[config.mk]
export PLATFORM = sky130hd
export DESIGN_NAME = crw_ctrl_regs
export DESIGN_NICKNAME = d
export VERILOG_FILES = /design/src/rtl/crw_pkg.sv /design/src/rtl/crw_cr0_path.sv /design/src/rtl/crw_opt_mask.sv /design/src/rtl/crw_cr4_path.sv /design/src/rtl/crw_ctrl_regs.sv
export SDC_FILE = /design/constraint.sdc
export NUM_CORES = 1
export LEC_CHECK = 0
export ABC_AREA = 1
export ABC_CLOCK_PERIOD_IN_PS = 2600
export BUFFER_PORTS_ARGS = -buffer_cell sky130_fd_sc_hd__buf_2
export CORE_ASPECT_RATIO = 0.5
export CORE_MARGIN = 2
export CORE_UTILIZATION = 40
export DETAILED_ROUTE_END_ITERATION = 10
export GPL_TIMING_DRIVEN = 0
export SETUP_SLACK_MARGIN = 0.5
export SLEW_MARGIN = 20
export SYNTH_ARGS = -nofsm -noshare
export SYNTH_HDL_FRONTEND = slang
export SYNTH_HIERARCHICAL = 1
export SYNTH_SLANG_ARGS = --single-unit
[constraint.sdc]
create_clock -name clk -period 2.6 [get_ports clk]
set_input_delay 0.52 -clock clk [delete_from_list [all_inputs] [get_ports clk]]
set_output_delay 0.52 -clock clk [all_outputs]
set_load 0.01 [all_outputs]
[src/rtl/crw_pkg.sv]
package crw_pkg;

  typedef enum logic [1:0] {
    SEL_MODE  = 2'd0,
    SEL_TBASE = 2'd1,
    SEL_FEAT  = 2'd2,
    SEL_NONE  = 2'd3
  } crw_sel_e;

  // mode register bit positions
  localparam int unsigned M_PE = 0;
  localparam int unsigned M_MP = 1;
  localparam int unsigned M_ET = 4;
  localparam int unsigned M_WP = 16;
  localparam int unsigned M_PG = 31;

  // feature register bit positions
  localparam int unsigned F_OSFXSR  = 9;
  localparam int unsigned F_UMIP    = 11;
  localparam int unsigned F_OSXSAVE = 18;
  localparam int unsigned F_SMAP    = 21;

  localparam int unsigned NUM_OPT   = 6;
  localparam int unsigned NUM_TRANS = 6;

  // hidden flag layout
  localparam int unsigned HF_PROT   = 0;
  localparam int unsigned HF_ADDSEG = 1;
  localparam int unsigned HF_FPU    = 2;
  localparam int unsigned HF_OSFXSR = 5;
  localparam int unsigned HF_SMAP   = 6;
  localparam int unsigned HF_UMIP   = 7;
  localparam int unsigned HF_AVX    = 8;
  localparam int unsigned HF_W      = 9;

  // capability index -> gated feature bit
  function automatic int unsigned opt_pos(int unsigned idx);
    case (idx)
      0: opt_pos = 9;
      1: opt_pos = 21;
      2: opt_pos = 11;
      3: opt_pos = 22;
      4: opt_pos = 24;
      default: opt_pos = 28;
    endcase
  endfunction

  // feature bits whose change invalidates translations
  function automatic int unsigned trans_pos(int unsigned idx);
    case (idx)
      0: trans_pos = 4;
      1: trans_pos = 5;
      2: trans_pos = 7;
      3: trans_pos = 12;
      4: trans_pos = 20;
      default: trans_pos = 21;
    endcase
  endfunction

endpackage

[src/rtl/crw_cr0_path.sv]
module crw_cr0_path #(
  parameter int unsigned DW = 32
) (
  input  logic [DW-1:0] cur,
  input  logic [DW-1:0] wdata,
  output logic [DW-1:0] nxt,
  output logic          flush,
  output logic          pe,
  output logic [2:0]    fpu
);
  import crw_pkg::*;

  localparam logic [DW-1:0] ET_BIT = DW'(1) << M_ET;
  localparam logic [DW-1:0] WATCH  = (DW'(1) << M_PG) | (DW'(1) << M_WP) | (DW'(1) << M_PE);

  always_comb begin
    nxt   = wdata | ET_BIT;
    flush = |((nxt ^ cur) & WATCH);
    pe    = nxt[M_PE];
    fpu   = nxt[M_MP +: 3];
  end

endmodule

[src/rtl/crw_opt_mask.sv]
module crw_opt_mask #(
  parameter int unsigned DW = 32
) (
  input  logic [crw_pkg::NUM_OPT-1:0] caps,
  output logic [DW-1:0]               keep
);
  import crw_pkg::*;

  logic [NUM_OPT-1:0][DW-1:0] clr;

  for (genvar g = 0; g < NUM_OPT; g++) begin : g_opt
    localparam int unsigned P = opt_pos(g);
    assign clr[g] = caps[g] ? '0 : (DW'(1) << P);
  end

  always_comb begin
    keep = '1;
    for (int i = 0; i < NUM_OPT; i++) keep = keep & ~clr[i];
  end

endmodule

[src/rtl/crw_cr4_path.sv]
module crw_cr4_path #(
  parameter int unsigned DW = 32
) (
  input  logic [DW-1:0]               cur,
  input  logic [DW-1:0]               wdata,
  input  logic [crw_pkg::NUM_OPT-1:0] caps,
  input  logic [1:0]                  xsave_state,
  output logic [DW-1:0]               nxt,
  output logic                        flush,
  output logic                        osfxsr,
  output logic                        smap,
  output logic                        umip,
  output logic                        avx
);
  import crw_pkg::*;

  logic [DW-1:0] keep;
  logic [DW-1:0] watch;

  crw_opt_mask #(.DW(DW)) u_mask (
    .caps (caps),
    .keep (keep)
  );

  always_comb begin
    watch = '0;
    for (int i = 0; i < NUM_TRANS; i++) watch = watch | (DW'(1) << trans_pos(i));
  end

  always_comb begin
    nxt    = wdata & keep;
    flush  = |((nxt ^ cur) & watch);
    osfxsr = nxt[F_OSFXSR];
    smap   = nxt[F_SMAP];
    umip   = nxt[F_UMIP];
    avx    = nxt[F_OSXSAVE] & (&xsave_state);
  end

endmodule

[src/rtl/crw_ctrl_regs.sv]
module crw_ctrl_regs #(
  parameter int unsigned DW = 32
) (
  input  logic                        clk,
  input  logic                        rst_n,
  input  logic                        wr_valid,
  output logic                        wr_ready,
  input  logic [1:0]                  wr_sel,
  input  logic [DW-1:0]               wr_data,
  input  logic [crw_pkg::NUM_OPT-1:0] feat_caps,
  input  logic [1:0]                  xsave_state,
  output logic [DW-1:0]               cr0_o,
  output logic [DW-1:0]               cr3_o,
  output logic [DW-1:0]               cr4_o,
  output logic [crw_pkg::HF_W-1:0]    hflags_o,
  output logic                        flush_o
);
  import crw_pkg::*;

  localparam logic [DW-1:0] MODE_RST = DW'(1) << M_ET;

  logic [DW-1:0]   mode_q, tbase_q, feat_q;
  logic [HF_W-1:0] hf_q;
  logic            flush_q;

  logic [DW-1:0] mode_nxt, feat_nxt;
  logic          mode_fl, feat_fl, pe_n, fx_n, smap_n, umip_n, avx_n;
  logic [2:0]    fpu_n;
  crw_sel_e      sel;

  assign sel      = crw_sel_e'(wr_sel);
  assign wr_ready = 1'b1;

  crw_cr0_path #(.DW(DW)) u_mode (
    .cur   (mode_q),
    .wdata (wr_data),
    .nxt   (mode_nxt),
    .flush (mode_fl),
    .pe    (pe_n),
    .fpu   (fpu_n)
  );

  crw_cr4_path #(.DW(DW)) u_feat (
    .cur         (feat_q),
    .wdata       (wr_data),
    .caps        (feat_caps),
    .xsave_state (xsave_state),
    .nxt         (feat_nxt),
    .flush       (feat_fl),
    .osfxsr      (fx_n),
    .smap        (smap_n),
    .umip        (umip_n),
    .avx         (avx_n)
  );

  always_ff @(posedge clk) begin
    if (!rst_n) begin
      mode_q  <= MODE_RST;
      tbase_q <= '0;
      feat_q  <= '0;
      hf_q    <= '0;
      flush_q <= 1'b0;
    end else begin
      flush_q <= 1'b0;
      if (wr_valid) begin
        case (sel)
          SEL_MODE: begin
            mode_q             <= mode_nxt;
            flush_q            <= mode_fl;
            hf_q[HF_PROT]      <= pe_n;
            hf_q[HF_FPU +: 3]  <= fpu_n;
            if (!pe_n) hf_q[HF_ADDSEG] <= 1'b1;
          end
          SEL_TBASE: begin
            tbase_q <= wr_data;
            flush_q <= mode_q[M_PG];
          end
          SEL_FEAT: begin
            feat_q            <= feat_nxt;
            flush_q           <= feat_fl;
            hf_q[HF_OSFXSR]   <= fx_n;
            hf_q[HF_SMAP]     <= smap_n;
            hf_q[HF_UMIP]     <= umip_n;
            hf_q[HF_AVX]      <= avx_n;
          end
          default: ;
        endcase
      end
    end
  end

  assign cr0_o    = mode_q;
  assign cr3_o    = tbase_q;
  assign cr4_o    = feat_q;
  assign hflags_o = hf_q;
  assign flush_o  = flush_q;

endmodule

==> impl_summary.txt, run 1 <==
----------------------------------------------------
[Floorplan]
  Starting utilization of the core area ... 41.4%
  Die Y ... 85.4 µm
  I/O pins ... 152
  Standard-cell row count ... 29
  Core footprint ... 12,800 µm²
  DIE AREA ... 14,300 µm²
  Width of the die ... 167 µm

[Final layout]
  Most common cell after layout, fill and taps aside ... nand2_1
  Number of antenna repair diodes ... 0
  Layout-stage area growth over the synthesis result ... 25.3%
  Filler instances ... 1,311
  Final Util ... 51.9%
  Highest-count cells in the layout ignoring fill and taps ... nand2_1 (161), buf_2 (156), dfxtp_1 (106)
  Proportion of layout cells with a drive suffix above 1 ... 30.0%
  Total number of nets in the final design ... 959

[Detailed routing]
  Routed wirelength normalized by instance count ... 13.8 µm
  Final wirelength ... 15,000 µm
  Via count ... 5,054
  Number of vias per cell after detailed routing ... 4.65
  Number of routed nets with antenna violations ... 0
  Detailed router's first-iteration violation count ... 374
  Detailed-routing iteration count for the pre-antenna-repair pass ... 5
  DRC Markers ... 0

[GRT]
  Pin count of the biggest net entering global routing ... 17
  Global-route wire length before repair ... 23,500 µm
  Number of global-route vias before repair ... 4,473
  Aggregate global routing overflow ... 0
  Antenna violations before repair ... 0
  Global-route total usage across every layer ... 20.9%

[Yosys]
  Multiplexer area fraction after synthesis ... 0%
  Dominant combinational cell family by area after synthesis ... simple AND/OR/NAND/NOR gates
  Post-synthesis cell type count ... 20
  Post-synthesis compound-gate area fraction ... 6.51%
  Cell type contributing the most total cell area after synthesis ... dfxtp_1
  Gate Count Post-Synth ... 736
  Per-instance average area after synthesis ... 7.21 µm²
  Adder-cell share of the synthesized area ... 0%
  Netlist area before placement ... 5310 µm²
  Top post-synthesis cells by area ... dfxtp_1 (40%), nand2_1 (11%), buf_4 (11%)
  Post-synthesis xor/xnor area fraction ... 0.330%
  Yosys synthesis warning count ... 6
  Synth top area share ... 40.0%
  Sequential-to-total area share from yosys stat ... 40.0%
  Simple-gate portion of the synthesized area ... 29.5%
  Post-synthesis sequential element count ... 106

[STA]
  Final number of hold-violating endpoints ... 0
  Actual slew at the worst max-slew pin ... 594 ps
  Max Transition Viols Final ... 0
  Slew headroom ... 60.4%
  Worst Slack Setup Final ... 1160 ps
  Final setup violation count ... 0
  Setup total negative slack ... 0 ps
  Maximum clock frequency ... 696 MHz
  Final period utilization ... 55.2%
  Final clock skew ... 9.78 ps
  Shortest period the worst path allows ... 1440 ps
  Unrepaired setup endpoints after global routing ... no

[Pwr]
  Areal power density over the cells ... 571 nW/µm²
  Worst vdd rail ir drop ... 0.000290 V
  Total leakage power ... 3.46 nW

[Critical path]
  Category of the worst setup path capture point ... output port
  CP Launch Type ... register
  Dominant delay contributor by cell family on the critical path ... flip-flops
  Worst setup path class ... register to output port
  Cell-by-cell trace of the critical path ... buf_2
  Arrival time of the worst setup path ... 920 ps
  Largest fanout of any net on the critical path ... 5
  Max incr delay on CP ... 410 ps
  Slowest-stage cell, CP ... dfxtp_1
  Buf+Inv Stages, Crit Path ... 1
  Worst path required time ... 2080 ps

[Min path]
  Worst hold-check path type ... register to register

[Clock tree]
  TritonCTS Sinks ... 106
  Buffer depth of the longest clock path ... 2
  Cts bufs inserted ... 9
  Worst-skew pair later-pin latency ... 350 ps
  Post-CTS setup buffer count ... 0
  Clk pin slew, worst setup/hold paths ... 70 ps
  Depth of the CTS H-tree ... 3
  Resized cells post-CTS ... 0
  Clock root buffer ... clkbuf_16
  Clock tree from TritonCTS ... done
  Hold buffer count at cts ... 0

[Placed design]
  Number of input and output port buffers inserted ... 142
  Worst setup slack before clock tree synthesis ... 890 ps
  Final weighted congestion in routability-driven placement ... 0.840
  DP HPWL ... 11,200 µm

[Outcome]
  Result of the run ... finished, final reports clean

[Flow run]
  Max-cap check violation count ... 0

----------------------------------------------------
-- final timing paths --
check / end / slack, ps / from / cells past startpoint
max: cr0_o[31] / 1160 / cr0_o[31]$_SDFFE_PN0P_ / 1
min: hflags_o[1]$_SDFFE_PN0P_ / 450 / hflags_o[1]$_SDFFE_PN0P_ / 2
max reg2reg: flush_o$_SDFF_PN0_ / 1370 / cr4_o[20]$_SDFFE_PN0P_ / 9
min reg2reg: hflags_o[1]$_SDFFE_PN0P_ / 450 / hflags_o[1]$_SDFFE_PN0P_ / 2
-- sequential cells by signal, indices dropped and copies added, names as in the netlist --
register / count
hflags_o: 9
cr4_o: 32
flush_o: 1
cr0_o: 32
cr3_o: 32
-- power by group --
part | internal (W) | switching [W]
logic | 0.000241 | 0.000324
registers | 0.00168 | 0.0000319
clock network | 0.000893 | 0.000626
total | 0.00281 | 0.000982
-- metrics by stage --
step	cell area (µm²)	power (W)	hold slack, ps	instances
2_1_floorplan	5400	0.00211	474	761
3_3_place_gp	6320	0.00231	435	1073
3_5_place_dp	6320	0.00231	438	1073
4_1_cts	6650	0.00381	449	1088
5_1_grt	6650	0.00395	477	1088
6_report	6650	0.00380	449	1088
-- cells by family after synthesis --
family | count (synthesis)
xor+xnor | 2
flops | 106
simple gates | 350
compound gates | 69
buf+inv | 206
other cells | 3
-- cells in the mapped netlist --
library cell,number
nand3_1,45
nand3_2,1
inv_2,3
a21oi_1,69
buf_2,14
nor2_1,73
nand2_1,161
inv_1,79
buf_4,77
buf_6,19
nand3_4,1
clkbuf_8,2
nor2_4,1
dfxtp_1,106
clkinv_1,1
nand4_1,68
clkbuf_1,5
xnor2_1,2
buf_1,6
conb_1,3
-- worst min-delay path, stage by stage, from the launching register on --
cell and delay (ps):
dfxtp_1 310, inv_1 40, a21oi_1 50
-- routing by layer --
metal / GRT usage, % / wire length (µm) / vias up
met3: 5.13 / 975 / 8
met5: 0 / 0 / -
met4: 3.68 / 82 / 0
li1: - / - / 2597
met2: 29.4 / 6080 / 174
met1: 32.1 / 7900 / 2275
-- area by class of cell --
| type | instances | area (µm²) | area share, % |
|---|---|---|---|
| plain buffers | 123 | 931 | 14.0 |
| clock buffers | 11 | 253 | 3.80 |
| clock inverters | 4 | 75.1 | 1.13 |
| inverters | 83 | 312 | 4.68 |
| multi-input cells | 449 | 2040 | 30.6 |
| flip-flops and latches | 106 | 2120 | 31.9 |
| well taps | 170 | 213 | 3.20 |
| repair buffers | 142 | 711 | 10.7 |
Power figures use the tool's default switching activity.
==> run 2: changes to the inputs <==
--- a/config.mk
+++ b/config.mk
@@ -6,7 +6,7 @@
 export NUM_CORES = 1
 export LEC_CHECK = 0
 export ABC_AREA = 1
-export ABC_CLOCK_PERIOD_IN_PS = 2600
+export ABC_CLOCK_PERIOD_IN_PS = 1500
 export BUFFER_PORTS_ARGS = -buffer_cell sky130_fd_sc_hd__buf_2
 export CORE_ASPECT_RATIO = 0.5
 export CORE_MARGIN = 2
==> constraint.sdc (replaced) <==
create_clock -name clk -period 1.5 [get_ports clk]
set_input_delay 0.3 -clock clk [delete_from_list [all_inputs] [get_ports clk]]
set_output_delay 0.3 -clock clk [all_outputs]
set_load 0.01 [all_outputs]
==> run 2 against run 1 <==
Net effect: cell area rose by 15%; highest routed layer unchanged; non-clock buffer count grew 12; global-route usage up 0.92 points; clock power grew 68%; hold slack worse by 200 ps.
==> impl_summary.txt, run 2 (synthesis results as in run 1) <==
----------------------------------------------------
[STA]
  Maximum clock frequency ... 874 MHz
  Setup total negative slack ... 0 ps (unchanged)
  Worst Slack Setup Final ... 356 ps (-808 ps)
  Final number of hold-violating endpoints ... 0 (unchanged)
  Actual slew at the worst max-slew pin ... 541 ps (-53.7 ps)
  Slew headroom ... 63.9% (+3.6 points)
  Final clock skew ... 4.54 ps (-5.24 ps)
  Unrepaired setup endpoints after global routing ... yes
  Shortest period the worst path allows ... 1140 ps
  Final setup violation count ... 0 (unchanged)
  Final period utilization ... 76.3%
  Max Transition Viols Final ... 0 (unchanged)
  Worst hold slack after final layout ... 244 ps (-205 ps)

[Pwr]
  Worst vdd rail ir drop ... 0.000508 V (+75%)
  Areal power density over the cells ... 879 nW/µm² (+54%)
  Total leakage power ... 3.68 nW (+6.2%)

[Critical path]
  Max incr delay on CP ... 380 ps (-30 ps)
  CP Launch Type ... register
  Largest fanout of any net on the critical path ... 4 (-1)
  Capture point of the worst reg-to-reg path ... flush_o$_SDFF_PN0_
  Category of the worst setup path capture point ... register
  Register-to-Register Setup Slack ... 360 ps (-1010 ps)
  Worst setup path class ... register to register
  Worst path required time ... 1750 ps (-330 ps)
  Count of cells along the worst register-to-register path ... 9 (unchanged)
  Arrival time of the worst setup path ... 1400 ps (+480 ps)
  Reg-to-reg startpoint ... cr4_o[12]$_SDFFE_PN0P_
  Cell-by-cell trace of the critical path ... nand3_2, nand2_2, nand2_2, nor2_2, nand2_1, nand3_1, nand3_1, nand2_1, inv_1
  Slowest-stage cell, CP ... dfxtp_4

[Clock tree]
  Buffer depth of the longest clock path ... 2 (unchanged)
  Depth of the CTS H-tree ... 3 (unchanged)
  Clk pin slew, worst setup/hold paths ... 70 ps (about the same)
  Cts bufs inserted ... 9 (unchanged)
  Clock tree from TritonCTS ... done
  Worst-skew pair later-pin latency ... 350 ps (about the same)
  Clock root buffer ... clkbuf_16
  TritonCTS Sinks ... 106 (unchanged)

[Floorplan]
  I/O pins ... 152 (unchanged)
  Core footprint ... 12,800 µm² (unchanged)
  Die Y ... 85.4 µm (unchanged)
  Width of the die ... 167 µm (unchanged)
  Standard-cell row count ... 29 (unchanged)
  DIE AREA ... 14,300 µm² (unchanged)
  Starting utilization of the core area ... 41.4% (unchanged)

[Final layout]
  Highest-count cells in the layout ignoring fill and taps ... nand2_1 (156), buf_6 (131), dfxtp_2 (101)
  Proportion of layout cells with a drive suffix above 1 ... 43.8% (+14 points)
  Most common cell after layout, fill and taps aside ... nand2_1
  Layout-stage area growth over the synthesis result ... 43.5%
  Number of antenna repair diodes ... 0 (unchanged)
  Total number of nets in the final design ... 971 (+1.3%)

[Detailed routing]
  Final wirelength ... 15,500 µm (+3.1%)
  Number of vias per cell after detailed routing ... 4.65 (+0.20%)
  Number of routed nets with antenna violations ... 0 (unchanged)
  DRC Markers ... 0 (unchanged)
  Detailed router's first-iteration violation count ... 324 (-13%)
  Routed wirelength normalized by instance count ... 14.1 µm (+2.0%)
  Detailed-routing iteration count for the pre-antenna-repair pass ... 5 (unchanged)
  Via count ... 5,120 (+1.3%)

[Flow run]
  Max-cap check violation count ... 0 (unchanged)

[Placed design]
  Number of input and output port buffers inserted ... 142 (unchanged)
  Worst setup slack before clock tree synthesis ... 174 ps (-716 ps)
  DP HPWL ... 11,300 µm (+1.0%)
  Final weighted congestion in routability-driven placement ... 0.846 (+0.61%)

[GRT]
  Routing layer with the top usage in global route ... met1
  Fraction of met1 tracks used by global routing ... 32.9% (+0.86 points)
  Number of global-route vias before repair ... 4,663 (+4.2%)
  Global-route total usage across every layer ... 21.8% (+0.92 points)
  Aggregate global routing overflow ... 0 (unchanged)
  Met3 usage in global routing ... 5.04% (-0.093 points)
  Antenna violations before repair ... 0 (unchanged)
  Met2 usage in global routing ... 31.4% (+2.0 points)
  Global-route wire length before repair ... 24,500 µm (+4.3%)
  Pin count of the biggest net entering global routing ... 18 (+1)

[Min path]
  Hold wc startpoint ... wr_data[4]
  Worst hold endpoint ... cr3_o[4]$_SDFFE_PN0P_
  Worst hold-check path type ... primary input to register
  Number of cells on the worst hold path ... 3 (+1)

[Outcome]
  Result of the run ... finished, final reports clean

----------------------------------------------------
run 2: layer usage:
layer | wire [µm] | up-vias
li1 | - | 2633
met1 | 8050 | 2335
met2 | 6390 | 142
met3 | 956 | 10
met4 | 106 | 0
met5 | 0 | -
run 2: cell type report:
class                      count  area [µm²]
fill                        1229        5190
sequential                   106        2270
multi-input combinational    449        2060
timing repair buffer         154        1460
buffer                       123         977
inverter                      83         315
clock buffer                   9         225
tap                          170         213
clock inverter                 6        91.3
run 2: critical path, delay by kind of cell, from the launching register on:
kind,cells,cell delay [ps]
flip-flops,1,380
AND/OR/NAND/NOR,8,640
buffers and inverters,1,30
run 2: timing repair:
item,in CTS,in global routing
pin swaps,8,6
hold buffers,0,0
setup endpoints to repair,107,134
buffers inserted,8,4
gates resized for setup,214,12
hold endpoints to repair,0,0
run 2: per-stage QoR:
| step | util (%) | total power, W | std cells | cell area, µm² |
|---|---|---|---|---|
| after floorplan | - | 0.00368 | 761 | 5460 |
| after global placement | 49.8 | 0.00401 | 1073 | 6380 |
| after detailed placement | 49.8 | 0.00402 | 1073 | 6380 |
| after CTS | 59.0 | 0.00672 | 1096 | 7560 |
| after global routing | 59.5 | 0.00700 | 1100 | 7620 |
| final | 59.5 | 0.00669 | 1100 | 7620 |
run 2: how the worst max path moves through the flow:
stage	depth (start not counted)	to	slack (ps)	startpoint
2_1_floorplan	7	cr0_o[31]$_SDFFE_PN0P_	490	wr_sel[0]
3_3_place_gp	11	flush_o$_SDFF_PN0_	170	wr_data[12]
3_5_place_dp	11	flush_o$_SDFF_PN0_	170	wr_data[12]
4_1_cts	1	cr4_o[12]	360	cr4_o[12]$_SDFFE_PN0P_
5_1_grt	9	flush_o$_SDFF_PN0_	290	cr4_o[12]$_SDFFE_PN0P_
6_report	9	flush_o$_SDFF_PN0_	360	cr4_o[12]$_SDFFE_PN0P_
run 2: report_power, final:
part	total (W)	leakage, nW	switching (W)	internal [W]
combinational	0.00113	2.62	0.000578	0.000553
sequential	0.00300	0.911	0.0000752	0.00292
clock	0.00256	0.144	0.00110	0.00146
